### src/rtl/baud_tick_gen.sv
module baud_tick_gen #(
  parameter int unsigned DIV_W     = 23,
  parameter int unsigned DEF_DIV   = 15,
  parameter int unsigned XTAL_PRE  = 3,
  parameter int unsigned PLAIN_PRE = 4
) (
  input  logic             clk,
  input  logic             rst_n,
  input  logic             cfg_we,
  input  logic [DIV_W+1:0] cfg_wdata,
  output logic             tick
);
  localparam int unsigned USE_BIT = DIV_W;
  localparam int unsigned SRC_BIT = DIV_W + 1;
  localparam int unsigned PRE_MAX = (XTAL_PRE > PLAIN_PRE) ? XTAL_PRE : PLAIN_PRE;
  localparam int unsigned PRE_W   = (PRE_MAX > 2) ? $clog2(PRE_MAX) : 1;
  localparam logic [DIV_W-1:0] DEF_V    = DEF_DIV[DIV_W-1:0];
  localparam logic [PRE_W-1:0] XTAL_TOP = PRE_W'(XTAL_PRE - 1);
  localparam logic [PRE_W-1:0] PLN_TOP  = PRE_W'(PLAIN_PRE - 1);

  logic [DIV_W-1:0] div_q;
  logic             use_q, xtal_q;
  logic [PRE_W-1:0] pre_cnt;
  logic [DIV_W-1:0] div_cnt;
  logic             tick_q;

  wire [DIV_W-1:0] eff_div  = use_q ? div_q : DEF_V;
  wire [PRE_W-1:0] pre_top  = xtal_q ? XTAL_TOP : PLN_TOP;
  wire             pre_wrap = (pre_cnt == pre_top);
  wire             div_wrap = (div_cnt == eff_div);

  always_ff @(posedge clk) begin
    if (!rst_n) begin
      div_q   <= DEF_V;
      use_q   <= 1'b0;
      xtal_q  <= 1'b0;
      pre_cnt <= '0;
      div_cnt <= '0;
      tick_q  <= 1'b0;
    end else if (cfg_we) begin
      div_q   <= cfg_wdata[DIV_W-1:0];
      use_q   <= cfg_wdata[USE_BIT];
      xtal_q  <= cfg_wdata[SRC_BIT];
      pre_cnt <= '0;
      div_cnt <= '0;
      tick_q  <= 1'b0;
    end else begin
      tick_q <= pre_wrap && div_wrap;
      if (pre_wrap) begin
        pre_cnt <= '0;
        div_cnt <= div_wrap ? '0 : div_cnt + 1'b1;
      end else begin
        pre_cnt <= pre_cnt + 1'b1;
      end
    end
  end

  assign tick = tick_q;


  tick_single_chk: assert property (@(posedge clk) disable iff (!rst_n)
    tick |=> !tick);


  reload_quiet_chk: assert property (@(posedge clk) disable iff (!rst_n)
    cfg_we |=> !tick);


  pre_bound_chk: assert property (@(posedge clk) disable iff (!rst_n)
    pre_cnt <= pre_top);


  tick_phase_chk: assert property (@(posedge clk) disable iff (!rst_n)
    tick |-> (pre_cnt == '0) && (div_cnt == '0));


  div_bound_chk: assert property (@(posedge clk) disable iff (!rst_n)
    div_cnt <= eff_div);
endmodule

### config.mk
export PLATFORM = sky130hd
export DESIGN_NAME = baud_tick_gen
export DESIGN_NICKNAME = d
export VERILOG_FILES = /design/src/rtl/baud_tick_gen.sv
export SDC_FILE = /design/constraint.sdc
export NUM_CORES = 1
export LEC_CHECK = 0
export ABC_CLOCK_PERIOD_IN_PS = 1870
export BUFFER_PORTS_ARGS = -buffer_cell sky130_fd_sc_hd__buf_2
export CORE_ASPECT_RATIO = 1.1
export CORE_MARGIN = 10
export CORE_UTILIZATION = 45
export DETAILED_ROUTE_END_ITERATION = 6
export HOLD_SLACK_MARGIN = 0.1
export PLACE_DENSITY = 0.71
export SLEW_MARGIN = 5
export SYNTH_ARGS = -nofsm -noshare
export SYNTH_HDL_FRONTEND = slang
export SYNTH_SLANG_ARGS = --single-unit
### constraint.sdc
create_clock -name clk -period 1.87 [get_ports clk]
set_input_delay 0.374 -clock clk [delete_from_list [all_inputs] [get_ports clk]]
set_output_delay 0.374 -clock clk [all_outputs]
set_load 0.005 [all_outputs]
# Yosys cells after proc, flatten, opt, wreduce, memory -nomap -nowiden

Cells that the tools add are included.

Input bits: 28
Logic and storage cells: 17
Register bits: 51
Output and inout bits: 1

Eq/ne operators: 2
Reduce and logical (&&, ||, !) cells: 3
Bitwise logic cells: 1
Multiplexer cells: 3
Add/subtract/negate cells: 2

Operators by type and width:

| operator                                                        | number |
|---|---|
| 23-bit 2-to-1 mux                                               | 2 |
| 23-bit by 1-bit adder with 23-bit output, second input constant | 1 |
| 23-bit == test                                                  | 1 |
| 3-bit OR reduction                                              | 1 |
| 2-bit by 1-bit adder with 2-bit output, second input constant   | 1 |
| 2-bit == test                                                   | 1 |
| 2-bit OR reduction                                              | 1 |
| 1-bit logical AND                                               | 1 |
| 1-bit 2-to-1 mux                                                | 1 |
| 1-bit NOT                                                       | 1 |

# Depth between registers and ports, before layout

Depth after elaboration: 3
Mapped depth: 8
Gate-level depth less buffers: 6

# Least setup slack after synthesis

OpenSTA, ideal clock, no wires.

Kind: reg-to-reg
Start: reg div_cnt[20]
End: reg div_cnt[10]
Data required time: 1.738 ns
Clock period less this slack: 1.933 ns
Stages on the path, launching flop included: 8
Path buffers: 1
Arrival time: 1.801 ns
Library setup time: 0.132 ns
Slack: -0.063 ns
Cell sequence: dfxtp_1 -> xor2_1 -> or4b_1 -> a22oi_2 -> nand4_2 -> nor4_4 -> buf_6 -> nor3_1

Longest elaborated chain between the ends: 2

Ends and longest elaborated chain:

| what                   | RTL line | RTL |
|---|---|---|
| from (decl)            | 24       | `logic [DIV_W-1:0] div_cnt;` |
| from (signal assigned) | 51       | `div_cnt <= div_wrap ? '0 : div_cnt + 1'b1;` |
| 23-bit == test         | 30       | `wire div_wrap = (div_cnt == eff_div);` |
| 23-bit 2-to-1 mux      | 51       |  |

No other way between the ends.
A chain may end at the register's enable or synchronous reset.

# Final worst setup path

Start: reg div_q[20]
End: reg div_cnt[15]

Longest elaborated chain between the ends: 3

Ends and longest elaborated chain:

| what                   | RTL line | RTL |
|---|---|---|
| from (decl)            | 21       | `logic [DIV_W-1:0] div_q;` |
| from (signal assigned) | 41       | `div_q <= cfg_wdata[DIV_W-1:0];` |
| 23-bit 2-to-1 mux      | 27       | `wire [DIV_W-1:0] eff_div = use_q ? div_q : DEF_V;` |
| 23-bit == test         | 30       |  |
| 23-bit 2-to-1 mux      | 51       |  |

No other way between the ends.

==> reports/qor.csv <==
metric;value;unit
wire per inst;14.80;um
Die Area;9534;sq um
Area after DPL;3196;sq um
clock power share;34.0;%
Port Buffers;28;
data arrival time of the worst path;2110;ps
final hold viol count;0;
fin crit period;1915;ps
fillers;535;
Slew headroom;77.97;%
syn_nets;332;
Final period util;102.4;%
clk_skew;9.582;ps
Layout Nets;391;
async set-reset flop share out of synthesis;0;%
Crit Path Category;register to register;
clk slew on worst S/H paths;90;ps
DRC Markers;0;
clock latency on the worst-skew pair;300;ps
Pleak;1.270;nW
number of global-route vias before repair;2398;
largest net degree at the start of global routing;26;
Setup violations, final;21;
top cell type's share of synthesized area;37.66;%
Storage cell area;1031;sq um
Commonest cells post-synth;dfxtp_1 (51), xnor2_1 (27), nor3_1 (26), mux2i_1 (25), nor2b_1 (22);
Synth area leader;dfxtp_1;
cells after synthesis;303;
final setup margin;-44.99;ps
EDFF count, synth;0;
sequential share of power;56.4;%
Die Y-Extent;101.4;um
Root Buffer;clkbuf_8;
Top FF cell, synth;dfxtp_1;
RSZ-0062 raised after global routing;true;
fmax;0.5222;GHz
initial antenna violation count;0;
WP data required;2060;ps
gp weighted congestion;0.8039;
Die Wd;94.01;um
1st-iter DRT viols;97;
post-synthesis sequential area ratio;37.66;%
core area;5806;sq um
DRT Wirelength;6513;um
P_int;1.571;mW
area of the multi-input gates;1590;sq um
clk buf depth;2;
postcts setup bufs;0;
PD cells;614.2;nW/um^2
FP Rows;29;
synth unique cells;44;
Max VDD drop;0.3751;mV
Max-Cap Viols;0;
first-pass GRT wire length;11310;um
largest cells by area after synthesis;dfxtp_1 (38%), mux2i_1 (9.2%), xnor2_1 (8.7%), nor2b_1 (5.1%), nor3_1 (4.8%);
Vias;2349;
DRT Pass-1 Iters;4;
Setup crit start kind;register;
Area Overhead vs Synth;23.17;%
HPWL Detailed;4950;um
Post-Synthesis Cell Area;2711;sq um
status;finished, violations left;
Least-Margin Pin Slew;327.5;ps
Critical Path Fanout Max;21;
combinational share of power;9.7;%
Mean Syn Cell Area;8.948;sq um
clk sink count;51;
Hold Path Class;input pin to register;
P_sw;0.4799;mW
CP Capture Type;register;
layout cell share with drive strength beyond 1;27.27;%
sw frac;23.40;%
CTS tree;yes;
most frequent cell after synthesis;dfxtp_1;
Yosys reg bits;51;
warnings from Yosys;0;
All-Layer GR Usage;14.37;%
effective utilization at floorplan;46.70;%
IO Count;29;
average vias per placed instance;5.339;
GRT overflow;0;
Core Util, Final;57.52;%
Antenna Nets Post-Route;0;
H-tree depth;2;
Num CTS Buffers;5;
failing checks;negative setup slack;
Max Slew Vio Count;0;
Ant. Diodes;0;
Design Area, Final;3339;sq um
## power groups by stage
stage	clock network, mW	logic [mW]	registers, mW
after global routing	0.763	0.223	1.16
after global placement	0	0.192	1.18
after CTS	0.715	0.198	1.16
after floorplan	0	0.124	1.17
final	0.697	0.198	1.16
after detailed placement	0	0.196	1.18
## layout by cell type, fill, tap and decap left out, drive strengths merged, types with 2 or more instances in the layout
cell,instances
buf,71
dfxtp,51
xnor2,27
nor3,26
mux2i,25
nor2b,22
nor2,20
nand2,14
o21ai,13
nand3,11
nor4,10
inv,9
clkbuf,8
nand4,8
xor2,7
nor4bb,7
a22oi,5
or3,4
and3,3
a31o,3
a22o,3
and2,2
a21oi,2
## worst max-delay path, stage by stage, from the launching register on
cell and delay (ps):
dfxtp_2 350, xor2_1 160, or4b_1 480, a22oi_2 190, nand4_2 150, nor4_4 210
buf_12 190, nor3_1 60
## registers in the layout, summed over array words and instances, names as in the netlist
register	count
use_q	1
pre_cnt	2
xtal_q	1
div_cnt	23
tick	1
div_q	23
## layer usage
| metal | track usage (%) | wire (um) | share of wire, % |
|---|---|---|---|
| met3 | 3.107 | 225 | 3.5 |
| met5 | 0 | 0 | 0 |
| met4 | 4.094 | 63 | 0.97 |
| met2 | 25.49 | 3300 | 51 |
| met1 | 16.92 | 2923 | 45 |
## cell families (layout without fill, tap and decap cells)
family                   after synthesis  count (layout)  synth area share (%)
multiplexers                          25              25                 9.229
adder cells (fa/ha/maj)                1               1                0.4614
flip-flops                            51              51                 37.66
AO/OA/AOI/OAI                         33              33                 8.492
XOR/XNOR                              34              34                 10.98
buffers and inverters                 28              88                 4.937
AND/OR/NAND/NOR                      131             131                 28.24
## worst paths after layout
| kind | from | endpoint | slack [ps] | cells after the start |
|---|---|---|---|---|
| max | div_q[20] | div_cnt[15] | -40 | 7 |
| min | cfg_wdata[3] | div_q[3] | 280 | 3 |
| max reg2reg | div_q[20] | div_cnt[15] | -40 | 7 |
| min reg2reg | pre_cnt[0] | pre_cnt[0] | 500 | 1 |
## timing repair
action,4_1_cts,5_1_grt
pin swaps,1,0
setup endpoints to repair,24,24
endpoints found under the hold margin,0,0
gates resized for setup,6,9
hold buffers,0,0
cloned,0,0
## final cells by class
class,instances,area share (%)
inverters,9,1.012
multi-input cells,224,47.62
well taps,77,2.885
clock buffers,8,2.997
flip-flops and latches,51,30.87
repair buffers,71,14.61
## through the flow
stage / hold WS [ps] / worst slack [ps] / cells / total power, mW / TNS [ps]
floorplan: 457.0 / 47.49 / 303 / 1.294 / 0
global placement: 480.3 / -87.39 / 432 / 1.370 / -2027
detailed placement: 489.9 / -166.9 / 432 / 1.376 / -3786
CTS: 278.5 / -51.39 / 440 / 2.068 / -901.3
global route: 282.5 / -138.3 / 440 / 2.148 / -2636
finish: 280.1 / -44.99 / 440 / 2.051 / -725.8
No activity file was read; power rests on OpenSTA's default activity.
